### config.mk
export PLATFORM = sky130hd
export DESIGN_NAME = tcg_ctrl
export DESIGN_NICKNAME = d
export VERILOG_FILES = /design/src/rtl/tcg_pkg.sv /design/src/rtl/tcg_hint_reg.sv /design/src/rtl/tcg_gate_cell.sv /design/src/rtl/tcg_read_mux.sv /design/src/rtl/tcg_ctrl.sv
export SDC_FILE = /design/constraint.sdc
export NUM_CORES = 1
export LEC_CHECK = 0
export ABC_AREA = 1
export BUFFER_PORTS_ARGS = -buffer_cell sky130_fd_sc_hd__buf_2
export CORE_ASPECT_RATIO = 1.1
export CORE_MARGIN = 2
export CORE_UTILIZATION = 34
export CTS_CLUSTER_SIZE = 16
export DETAILED_ROUTE_END_ITERATION = 8
export GPL_ROUTABILITY_DRIVEN = 0
export PLACE_DENSITY = 0.89
export SLEW_MARGIN = 30
export SYNTH_ARGS = -nofsm -noshare
export SYNTH_HDL_FRONTEND = slang
export SYNTH_SLANG_ARGS = --single-unit
### constraint.sdc
create_clock -name clk -period 1.5 [get_ports clk]
set_input_delay 0.15 -clock clk [delete_from_list [all_inputs] [get_ports clk]]
set_output_delay 0.15 -clock clk [all_outputs]
set_load 0.02 [all_outputs]
### src/rtl/tcg_pkg.sv
package tcg_pkg;
   localparam int unsigned TCG_DEF_CLKS   = 4;
   localparam int unsigned TCG_DEF_DATA_W = 32;
   localparam int unsigned TCG_DEF_ADDR_W = 2;
   localparam int unsigned TCG_HINT_ADDR  = 0;
   localparam int unsigned TCG_STAT_ADDR  = 1;

   typedef enum logic [1:0] {
      TCG_SEL_HINT = 2'd0,
      TCG_SEL_STAT = 2'd1,
      TCG_SEL_NONE = 2'd2
   } tcg_sel_e;
endpackage

### src/rtl/tcg_hint_reg.sv
module tcg_hint_reg #(
   parameter int unsigned NUM_CLK = 4,
   parameter int unsigned DATA_W  = 32
) (
   input  logic               clk,
   input  logic               rst_n,
   input  logic               wr_hit,
   input  logic [DATA_W-1:0]  wdata,
   output logic [NUM_CLK-1:0] hint_q
);
   always_ff @(posedge clk or negedge rst_n) begin
      if (!rst_n) begin
         hint_q <= '1;
      end else if (wr_hit) begin
         hint_q <= wdata[NUM_CLK-1:0];
      end
   end
endmodule

### src/rtl/tcg_gate_cell.sv
module tcg_gate_cell (
   input  logic clk,
   input  logic rst_n,
   input  logic low_power,
   input  logic hint,
   input  logic idle,
   output logic en_q
);
   logic en_d;

   always_comb begin
      if (low_power) begin
         en_d = 1'b0;
      end else if (hint) begin
         en_d = 1'b1;
      end else begin
         en_d = en_q & ~idle;
      end
   end

   always_ff @(posedge clk or negedge rst_n) begin
      if (!rst_n) begin
         en_q <= 1'b1;
      end else begin
         en_q <= en_d;
      end
   end
endmodule

### src/rtl/tcg_read_mux.sv
module tcg_read_mux
   import tcg_pkg::*;
#(
   parameter int unsigned NUM_CLK = 4,
   parameter int unsigned DATA_W  = 32
) (
   input  tcg_sel_e           sel,
   input  logic [NUM_CLK-1:0] hint,
   input  logic [NUM_CLK-1:0] en,
   output logic [DATA_W-1:0]  rdata
);
   logic [NUM_CLK-1:0] picked;

   always_comb begin
      case (sel)
         TCG_SEL_HINT: picked = hint;
         TCG_SEL_STAT: picked = en;
         default:      picked = '0;
      endcase
   end

   generate
      if (NUM_CLK < DATA_W) begin : g_pad
         assign rdata = {{(DATA_W - NUM_CLK){1'b0}}, picked};
      end else begin : g_full
         assign rdata = picked;
      end
   endgenerate
endmodule

### src/rtl/tcg_ctrl.sv
module tcg_ctrl
   import tcg_pkg::*;
#(
   parameter int unsigned NUM_CLK   = TCG_DEF_CLKS,
   parameter int unsigned DATA_W    = TCG_DEF_DATA_W,
   parameter int unsigned ADDR_W    = TCG_DEF_ADDR_W,
   parameter int unsigned HINT_ADDR = TCG_HINT_ADDR,
   parameter int unsigned STAT_ADDR = TCG_STAT_ADDR
) (
   input  logic               clk,
   input  logic               rst_n,
   input  logic               reg_wr,
   input  logic [ADDR_W-1:0]  reg_addr,
   input  logic [DATA_W-1:0]  reg_wdata,
   output logic [DATA_W-1:0]  reg_rdata,
   input  logic               low_power,
   input  logic [NUM_CLK-1:0] idle_in,
   output logic [NUM_CLK-1:0] clk_en
);
   localparam logic [ADDR_W-1:0] HintA = ADDR_W'(HINT_ADDR);
   localparam logic [ADDR_W-1:0] StatA = ADDR_W'(STAT_ADDR);

   generate
      if (NUM_CLK < 1 || NUM_CLK > DATA_W) begin : g_bad_clks
         $error("tcg_ctrl: NUM_CLK must lie in 1..DATA_W");
      end
      if (HINT_ADDR == STAT_ADDR) begin : g_bad_addr
         $error("tcg_ctrl: hint and status addresses must differ");
      end
      if (HINT_ADDR >= (1 << ADDR_W) || STAT_ADDR >= (1 << ADDR_W)) begin : g_bad_aw
         $error("tcg_ctrl: register address does not fit ADDR_W");
      end
   endgenerate

   logic [NUM_CLK-1:0] hint_q;
   logic               hint_wr;
   tcg_sel_e           rd_sel;

   assign hint_wr = reg_wr && (reg_addr == HintA);

   always_comb begin
      if (reg_addr == HintA) begin
         rd_sel = TCG_SEL_HINT;
      end else if (reg_addr == StatA) begin
         rd_sel = TCG_SEL_STAT;
      end else begin
         rd_sel = TCG_SEL_NONE;
      end
   end

   tcg_hint_reg #(.NUM_CLK(NUM_CLK), .DATA_W(DATA_W)) u_hint (
      .clk    (clk),
      .rst_n  (rst_n),
      .wr_hit (hint_wr),
      .wdata  (reg_wdata),
      .hint_q (hint_q)
   );

   for (genvar i = 0; i < NUM_CLK; i++) begin : g_cell
      tcg_gate_cell u_cell (
         .clk       (clk),
         .rst_n     (rst_n),
         .low_power (low_power),
         .hint      (hint_q[i]),
         .idle      (idle_in[i]),
         .en_q      (clk_en[i])
      );
   end

   tcg_read_mux #(.NUM_CLK(NUM_CLK), .DATA_W(DATA_W)) u_rd (
      .sel   (rd_sel),
      .hint  (hint_q),
      .en    (clk_en),
      .rdata (reg_rdata)
   );
endmodule

---- Word-level counts from Yosys, hierarchy flattened ----
Cells that the tools add are included.
Widths: inputs -> output; s select.
word-level totals
  logic and storage cells ................. 29
  register bits after elaboration ......... 8
  input port bits ......................... 42
  output and inout port bits .............. 36
operators by class
  bitwise gates (word level) .............. 8
  muxes and demuxes ....................... 11
  eq/ne operators ......................... 2
  reduce and logical (&&, ||, !) cells .... 3
operators with widths
  cell                number
  $mux 1              8
  $pmux 4 s2          1
  $and 1x1->1         4
  $eq 2x1->1 const B  2
  $logic_not 2->1     2
  $mux 2              2
  $not 1->1           4
  $logic_and 1x1->1   1

---- Longest topological paths before layout ----
Gate-level depths: netlist (run 1).
  depth in word-level cells ............... 5
  depth in mapped cells ................... 4
  gate-level depth less buffers ........... 4

---- By module ----
From an unflattened synthesis (run 1), not the netlist that was laid out.
second synthesis, totals
  cells, all modules ...................... 86
  area total of the unflattened synthesis .. 638.1 sq um
by module, submodules not included
  module         cells an instance  area each (sq um)  sequential area each (sq um)  instances
  tcg_read_mux   43                 274.0              0.0                           1
  tcg_gate_cell  5                  46.3               26.3                          4
  tcg_hint_reg   17                 153.9              105.1                         1
  tcg_ctrl       6                  25.0               0.0                           1

---- Worst setup path before layout (run 1) ----
Ideal clock, no wire load.
  path type ............................... flip-flop to output port
  start ................................... reg g_cell[0].u_cell.en_q
  end ..................................... out reg_rdata[0]
  required time ........................... 1,350 ps
  stages on the path, launching flop included .. 3
  path slack .............................. 602 ps
  arrival ................................. 748 ps
  buffers on the path ..................... 0
  cell sequence ........................... dfstp_2 > nand3_1 > nand2_1
on the way
  word-level cells in the longest chain between the ends .. 1
ends and longest elaborated chain
  element                 RTL line             text
  from (decl)             tcg_gate_cell.sv:7   output logic en_q
  from (signal assigned)  tcg_gate_cell.sv:25  en_q <= en_d;
  $pmux 4 s2              tcg_read_mux.sv:15   case (sel)
  to (decl)               tcg_ctrl.sv:15       output logic [DATA_W-1:0] reg_rdata,
Every way passes these cells.

---- Worst setup path after layout (run 1) ----
  start ................................... reg g_cell[2].u_cell.en_q
  end ..................................... out reg_rdata[2]
on the way
  word-level cells in the longest chain between the ends .. 1
ends and longest elaborated chain
  element                 RTL line
  from (decl)             tcg_gate_cell.sv:7
  from (signal assigned)  tcg_gate_cell.sv:25
  $pmux 4 s2              tcg_read_mux.sv:15
Every way passes these cells.

==> flow_summary.ini, run 1 <==
[synthesis]
ys_ff_latch = 8
synthCells = 80
synth.area.top_cells = buf_4 38%, dfstp_2 33%, nand2_1 9.5%
syn_area_per_cell_sq_um = 7.88
synthDistinctLibCells = 10
netlist_area_sq_um = 631
synth_top_area_share = 0.381
yosys_warnings = 0
yosysSeqAreaShare = 0.333
yosysTopAreaCell = buf_4

[outcome]
status = finished clean

[power_and_ir_drop]
power_density_nw_per_um2 = 984
power.internal_uw = 410
sw_frac_of_total = 0.360
switchingPower_uw = 231
combinationalPowerShare = 0.298
p_seq_frac = 0.454
p_clk_frac = 0.248
p_leak_nw = 0.401
ir_drop_mv = 0.273

[global_routing]
globalRouteOverflowTotal = 0
grt_max_degree = 10
grt_usage = 0.0967
grt_pass1_vias = 405
antenna_found_initial = 0
grt_pass1_wl_um = 1570

[clock_tree]
clock-sinks = 8
cts_buffers = 3
hold_buffers = 1
cts_tree = built
cts_resized = 0
cts_root_buf = clkbuf_4
cts_setup_buffers = 0
clockBufferDepth = 2
clkTransAtPathRegs_ns = 0.05
clk_latency_ns = 0.24
cts_max_level = 1

[routing]
first_iter_violations = 1
routed_wl_um = 940
ant_nets = 0
wl_per_cell_um = 7.97
drt_pre_antenna_iters = 4
vias = 451
vias_per_cell = 3.82
drc = 0

[floorplan]
fp.dieW_um = 45.1
die_y_um = 49.2
num_rows = 16
die-area_sq_um = 2220
core_sq_um = 1760
start_util = 0.358
pin_count = 78

[placed_design]
dp.final_hpwl_um = 812
post-place-ws_ns = 0.529
placedCellCount = 114
io_buffers = 21

[cells_and_area]
nFillCells = 191
antennaDiodeCount = 0
instances_no_fill = 118
fin_nets = 144
area_growth_pct = 3.37
final_layout_size_suffix_gt1_frac = 0.340

[timing]
fin_crit_ns = 1.23
drv_slew = 0
finalSetupViolCount = 0
post-route-period-util = 0.818
fin_ws_ns = 0.273
finalHoldViolations = 0
fin_skew_ns = 0.000192
grt_setup_unrepaired = no
clock.fmax_mhz = 815
tns_ns = 0

[flow_run]
cap_violations = 0

[setup_path]
critPathBufInv = 1
critPathTopFamily = flip-flops
crit_arrival_ns = 1.08
cp.required_ns = 1.35
slowest_stage = dfstp_2
crit_type = flip-flop to primary output
cp-start-kind = flip-flop
critPathMaxFanout = 3
path_cells = nand3_1, nand2_1, buf_2
endpoint_kind = primary output
critPathMaxStageDelay_ns = 0.53

[worst_hold_path]
hp-class = input port to flip-flop
==> synth_stat cells (all sizes together) <==
cell   count
conb       1
buf       32
nand2     17
nor2       5
inv        5
nand3      8
dfstp      8
a21oi      4
==> power groups by stage <==
stage	Combinational (mW)	Sequential, mW	Clock, mW
2_1_floorplan	0.210	0.287	0
3_3_place_gp	0.187	0.293	0
3_5_place_dp	0.190	0.295	0
4_1_cts	0.192	0.292	0.167
5_1_grt	0.213	0.296	0.180
6_report	0.191	0.291	0.159
==> metal layers <==
metal  up-vias  share of wire  global-route usage
met5         -              0                   0
met3         0           0.14              0.0222
met1       194           0.38               0.122
met4         0              0              0.0735
met2        30           0.48               0.138
li1        227              -                   -
==> logic make-up (layout without fill, tap and decap cells) <==
logic type	Yosys count	after routing	synth area share
AOI/OAI and AO/OA	4	4	0.0317
buffers and inverters	37	30	0.411
DFF	8	8	0.333
other	1	28	0.00595
and+or+nand+nor	30	30	0.218
==> placed cells by master, fill, tap and decap left out <==
master | netlist | layout
dfstp_2 | 8 | 8
nand3_1 | 8 | 8
nor2_4 | 1 | 1
nand2_4 | 1 | 1
clkbuf_4 | 0 | 3
conb_1 | 1 | 28
buf_2 | 0 | 21
nor2_1 | 4 | 4
nand2_1 | 16 | 16
a21oi_1 | 4 | 4
inv_1 | 5 | 5
dlygate4sd3_1 | 0 | 1
==> through the flow <==
stage / hold slack [ns] / utilization / cell area, sq um / total power [mW]
final: 0.0605 / 0.370 / 652 / 0.642
after global routing: 0.0733 / 0.370 / 652 / 0.689
after CTS: 0.0549 / 0.370 / 652 / 0.651
after detailed placement: 0.212 / 0.352 / 619 / 0.485
after global placement: 0.193 / 0.352 / 619 / 0.480
after floorplan: 0.00216 / - / 732 / 0.498
==> sequential cells by signal, summed over array words and instances, names as in the netlist <==
register	count
g_cell.u_cell.en_q	4
u_hint.hint_q	4
==> worst paths after layout <==
path	startpoint	to	slack, ns	cells past startpoint
worst max-delay path	g_cell[2].u_cell.en_q	reg_rdata[2]	0.27	3
worst min-delay path	low_power	g_cell[1].u_cell.en_q	0.06	2
worst max register to register	g_cell[3].u_cell.en_q	g_cell[3].u_cell.en_q	0.75	2
worst min register to register	u_hint.hint_q[0]	u_hint.hint_q[0]	0.47	2
max in group asynchronous	rst_n	g_cell[3].u_cell.en_q	1.00	2
min in group asynchronous	rst_n	u_hint.hint_q[1]	0.48	2
==> layout make-up <==
class / count / area (sq um) / share of cell area
Timing Repair Buffer: 22 / 115 / 0.177
Inverter: 5 / 18.8 / 0.0288
Multi-Input combinational cell: 62 / 263 / 0.403
Tap cell: 18 / 22.5 / 0.0345
Sequential cell: 8 / 210 / 0.322
Clock buffer: 3 / 22.5 / 0.0345
No activity file was read; power rests on OpenSTA's default activity.
==> inputs of run 2 (changes only) <==
- CORE_UTILIZATION: 34 -> 28
- PLACE_DENSITY: 0.89 -> 0.79
- clock period: 1.5 -> 1 ns (I/O delays scaled with it)
==> flow_summary.ini, run 2 (synthesized netlist as in run 1, its figures left out) <==
[outcome]
status = finished with violations
violations = negative setup slack

[worst_hold_path]
min_from = low_power
whs_endpoint = g_cell[1].u_cell.en_q
hp-class = input port to flip-flop
hold_depth = 2

[timing]
tns_ns = -0.782
clock.fmax_mhz = 866
fin_ws_ns = -0.155
finalHoldViolations = 0
fin_crit_ns = 1.15
fin_skew_ns = 0.000220
grt_setup_unrepaired = yes
finalSetupViolCount = 8
drv_slew = 0
post-route-period-util = 1.15

[setup_path]
reg2reg_depth = 2
cp-start-kind = flip-flop
rr_endpoint = g_cell[2].u_cell.en_q
critPathMaxFanout = 3
crit_type = flip-flop to primary output
cp.required_ns = 0.90
reg2reg_slack_ns = 0.22
r2r_start = g_cell[2].u_cell.en_q
endpoint_kind = primary output
crit_arrival_ns = 1.05

[power_and_ir_drop]
power_density_nw_per_um2 = 1350
ir_drop_mv = 0.450
p_leak_nw = 0.418

[global_routing]
antenna_found_initial = 0
grt_pass1_wl_um = 1520
globalRouteOverflowTotal = 0
grt_pass1_vias = 377
grt_usage = 0.0799
grt_max_degree = 9

[cells_and_area]
antennaDiodeCount = 0
area_growth_pct = 19.6
top_regs = g_cell.u_cell.en_q: 4 flops, u_hint.hint_q: 4 flops
final_layout_size_suffix_gt1_frac = 0.431
nFillCells = 242
final_common_cell = conb_1
layout_common_cells = 28 x conb_1, 13 x buf_2, 12 x nand2_1, 8 x dfstp_2, 6 x buf_6
instances_no_fill = 132
fin_nets = 146

[routing]
drt_pre_antenna_iters = 2
wl_met2_um = 469
maxUsedRoutingLayer = met3
vias = 468
met3_length_um = 142
first_iter_violations = 2
vias_per_cell = 3.55
wl_met1_um = 390
drc = 0
routed_wl_um = 1000
wl_per_cell_um = 7.60
ant_nets = 0

[clock_tree]
clkTransAtPathRegs_ns = 0.05
cts_tree = built
clockBufferDepth = 2
cts_buffers = 3
clk_latency_ns = 0.24
cts_root_buf = clkbuf_4
clock-sinks = 8
cts_max_level = 1

[floorplan]
num_rows = 18
pin_count = 78
fp.dieW_um = 49.3
die_y_um = 53.8
start_util = 0.289
core_sq_um = 2180
die-area_sq_um = 2650

[placed_design]
placedCellCount = 127
io_buffers = 21
dp.final_hpwl_um = 853
post-place-ws_ns = 0.0829

[flow_run]
cap_violations = 0
-- run 2: cell types whose count changed in the layout (fill, tap and decap cells not counted), sizes merged --
cell	change
buf	+2
-- run 2: through the flow --
step | area, sq um | utilization | total power, mW | hold WS, ns
2_1_floorplan | 732 | - | 0.747 | -0.0478
3_3_place_gp | 642 | 0.294 | 0.724 | 0.152
3_5_place_dp | 642 | 0.294 | 0.730 | 0.159
4_1_cts | 724 | 0.332 | 1.01 | 0.0128
5_1_grt | 754 | 0.345 | 1.10 | 0.00594
6_report | 754 | 0.345 | 1.02 | 0.0204
-- run 2: final cells by class --
type	instances	area, sq um	share of cell area
Clock buffer	3	22.5	0.0299
Inverter	5	18.8	0.0249
Multi-Input combinational cell	62	293	0.388
Sequential cell	8	210	0.279
Tap cell	30	37.5	0.0498
Timing Repair Buffer	24	173	0.229
-- run 2: worst max-delay path by stage --
stage	to	depth (start not counted)	from	slack, ns
3_5_place_dp	reg_rdata[0]	3	g_cell[0].u_cell.en_q	0.08
3_3_place_gp	reg_rdata[1]	3	g_cell[1].u_cell.en_q	0.09
2_1_floorplan	reg_rdata[0]	2	g_cell[0].u_cell.en_q	0.15
6_report	reg_rdata[3]	3	g_cell[3].u_cell.en_q	-0.15
4_1_cts	reg_rdata[1]	3	g_cell[1].u_cell.en_q	-0.16
5_1_grt	reg_rdata[1]	3	g_cell[1].u_cell.en_q	-0.21
-- run 2: report_power, final --
| part | switching, mW | internal (mW) | leakage, nW | total [mW] |
|---|---|---|---|---|
| Sequential | 0.0401 | 0.403 | 0.0835 | 0.443 |
| Clock | 0.0973 | 0.136 | 0.0138 | 0.234 |
| Combinational | 0.222 | 0.122 | 0.321 | 0.344 |
| Total | 0.360 | 0.661 | 0.418 | 1.02 |
-- run 2: routing by layer --
| metal | track usage | vias up |
|---|---|---|
| met5 | 0 | - |
| met1 | 0.0880 | 202 |
| met2 | 0.128 | 34 |
| met4 | 0.0571 | 0 |
| li1 | - | 232 |
| met3 | 0.0306 | 0 |
-- run 2: timing repair --
action                                  CTS  global route
hold endpoints to repair                  8             0
hold buffers                              1             0
pin swaps                                 4             1
gates resized for setup                  15             7
endpoints found under the setup margin    8             8
setup buffers                             0             1
-- run 2: worst max-delay path: stages (launching register included) --
cell     delay [ns]
dfstp_2        0.55
nand3_2        0.08
nand2_2        0.08
buf_6          0.11
==> inputs of run 3 (changes only) <==
- CORE_UTILIZATION: 28 -> 29
- PLACE_DENSITY: 0.79 -> 0.81
- SYNTH_HIERARCHICAL: unset -> 1
==> flow_summary.ini, run 3 <==
[outcome]
status = finished with violations
violations = negative setup slack

[synthesis]
synth_top_area_share = 0.329
ys_ff_latch = 8
synthCells = 86
synth.most_common_cell = buf_4
synth_edf_count = 0
yosysTopAreaCell = buf_4
yosys_warnings = 6
synthDistinctLibCells = 11
synth.area.top_cells = buf_4 33%, dfstp_2 33%, nand2_1 15%
syn_area_per_cell_sq_um = 7.42
async_flop_share = 1.00
yosysSeqAreaShare = 0.329
netlist_area_sq_um = 638
ys.flop_type = dfstp_2
synth_commonest_cells = 28 x buf_4, 25 x nand2_1, 11 x inv_1, 8 x dfstp_2

[timing]
fin_crit_ns = 1.15
tns_ns = -0.778
finalSetupViolCount = 8
fin_ws_ns = -0.149
clock.fmax_mhz = 871
finalHoldViolations = 0
post-route-period-util = 1.15
grt_setup_unrepaired = yes
drv_slew = 0
fin_skew_ns = 0.00101

[clock_tree]
clockBufferDepth = 2
clkTransAtPathRegs_ns = 0.05
cts_max_level = 1
cts_buffers = 3
cts_tree = built
clk_latency_ns = 0.24
cts_root_buf = clkbuf_4
clock-sinks = 8

[worst_hold_path]
min_from = reg_wdata[2]
hold_depth = 3
hp-class = input port to flip-flop

[cells_and_area]
design_area_sq_um = 797
area_growth_pct = 24.9
layout_common_cells = 28 x conb_1, 23 x nand2_1, 13 x buf_2, 11 x inv_1, 8 x dfstp_2
fin_util = 0.390
final_common_cell = conb_1
fin_nets = 158
final_layout_size_suffix_gt1_frac = 0.421
top_regs = g_cell.u_cell/en_q: 4 flops, u_hint/hint_q: 4 flops
antennaDiodeCount = 0

[power_and_ir_drop]
finalPower_mw = 1.05
power_density_nw_per_um2 = 1320
ir_drop_mv = 0.383
p_leak_nw = 0.455

[routing]
routed_wl_um = 1030
vias_per_cell = 3.34
ant_nets = 0
wl_per_cell_um = 7.28
vias = 474
drc = 0
drt_pre_antenna_iters = 4
first_iter_violations = 3

[placed_design]
dp.final_hpwl_um = 879
post-place-ws_ns = 0.0392
placed_area_sq_um = 681
io_buffers = 21

[flow_run]
cap_violations = 0

[setup_path]
crit_arrival_ns = 1.05
crit_type = flip-flop to primary output
reg2reg_depth = 3
cp-start-kind = flip-flop
cp.required_ns = 0.90
critical_path.startpoint = g_cell[0].u_cell/en_q
endpoint_kind = primary output
r2r_start = g_cell[2].u_cell/en_q
critPathMaxFanout = 3

[global_routing]
antenna_found_initial = 0
grt_pass1_vias = 397
grt_max_degree = 9
grt_pass1_wl_um = 1560
globalRouteOverflowTotal = 0
grt_usage = 0.0845

[floorplan]
core_sq_um = 2040
die-area_sq_um = 2590
pin_count = 78
fp.dieW_um = 48.7
start_util = 0.313
die_y_um = 53.2
num_rows = 17
==> run 3: cell types whose count changed after synthesis, sizes merged <==
cell | before | now
nand2 | 17 | 25
inv | 5 | 12
nand3 | 8 | 4
nor2 | 5 | 3
clkbuf | 0 | 1
buf | 32 | 28
==> run 3: worst max-delay path, cell delays in order (launching register included) <==
cell,delay (ns)
dfstp_2,0.54
nand3_2,0.08
nand2_2,0.08
buf_6,0.11
==> run 3: routing by layer <==
metal | global-route usage | vias up | wire, um
li1 | - | 253 | -
met1 | 0.0867 | 192 | 388
met2 | 0.142 | 29 | 542
met3 | 0.0282 | 0 | 104
met4 | 0.0714 | 0 | 0
met5 | 0 | - | 0
==> run 3: timing repair <==
action	4_1_cts	5_1_grt
pin swaps	5	1
hold buffers	1	0
hold endpoints to repair	8	0
resized for setup	13	6
endpoints found under the setup margin	8	8
setup buffers	2	1
==> run 3: final timing paths <==
check	endpoint	slack, ns
hold / removal	u_hint/hint_q[2]	0.05
max in group asynchronous	g_cell[1].u_cell/en_q	0.54
min in group asynchronous	u_hint/hint_q[2]	0.43
setup / recovery	reg_rdata[0]	-0.15
setup reg to reg	g_cell[2].u_cell/en_q	0.14
hold reg to reg	u_hint/hint_q[2]	0.47
==> run 3: cell type report <==
class,count,area (sq um)
Clock buffer,3,22.5
Fill cell,229,1240
Inverter,12,45.0
Multi-Input combinational cell,64,285
Sequential cell,8,210
Tap cell,28,35.0
Timing Repair Buffer,27,199
==> run 3: cell families (layout without fill, tap and decap cells) <==
| family | count (synthesis) | after routing | synth area share |
|---|---|---|---|
| compound gates | 4 | 4 | 0.0549 |
| buf+inv | 41 | 42 | 0.406 |
| flops | 8 | 8 | 0.329 |
| other cells | 1 | 28 | 0.00588 |
| simple gates | 32 | 32 | 0.204 |
==> run 3: where the power goes <==
part           internal, mW  switching [mW]  total (mW)  leakage (nW)
combinational         0.144           0.238       0.383         0.358
clock                 0.136          0.0957       0.232        0.0138
sequential            0.402          0.0335       0.436        0.0835
total                 0.683           0.368        1.05         0.455
==> run 3: metrics by stage <==
stage | cells | hold slack, ns
floorplan | 113 | -0.0478
global placement | 135 | 0.156
detailed placement | 135 | 0.164
CTS | 141 | 0.0370
global route | 142 | 0.0441
finish | 142 | 0.0474
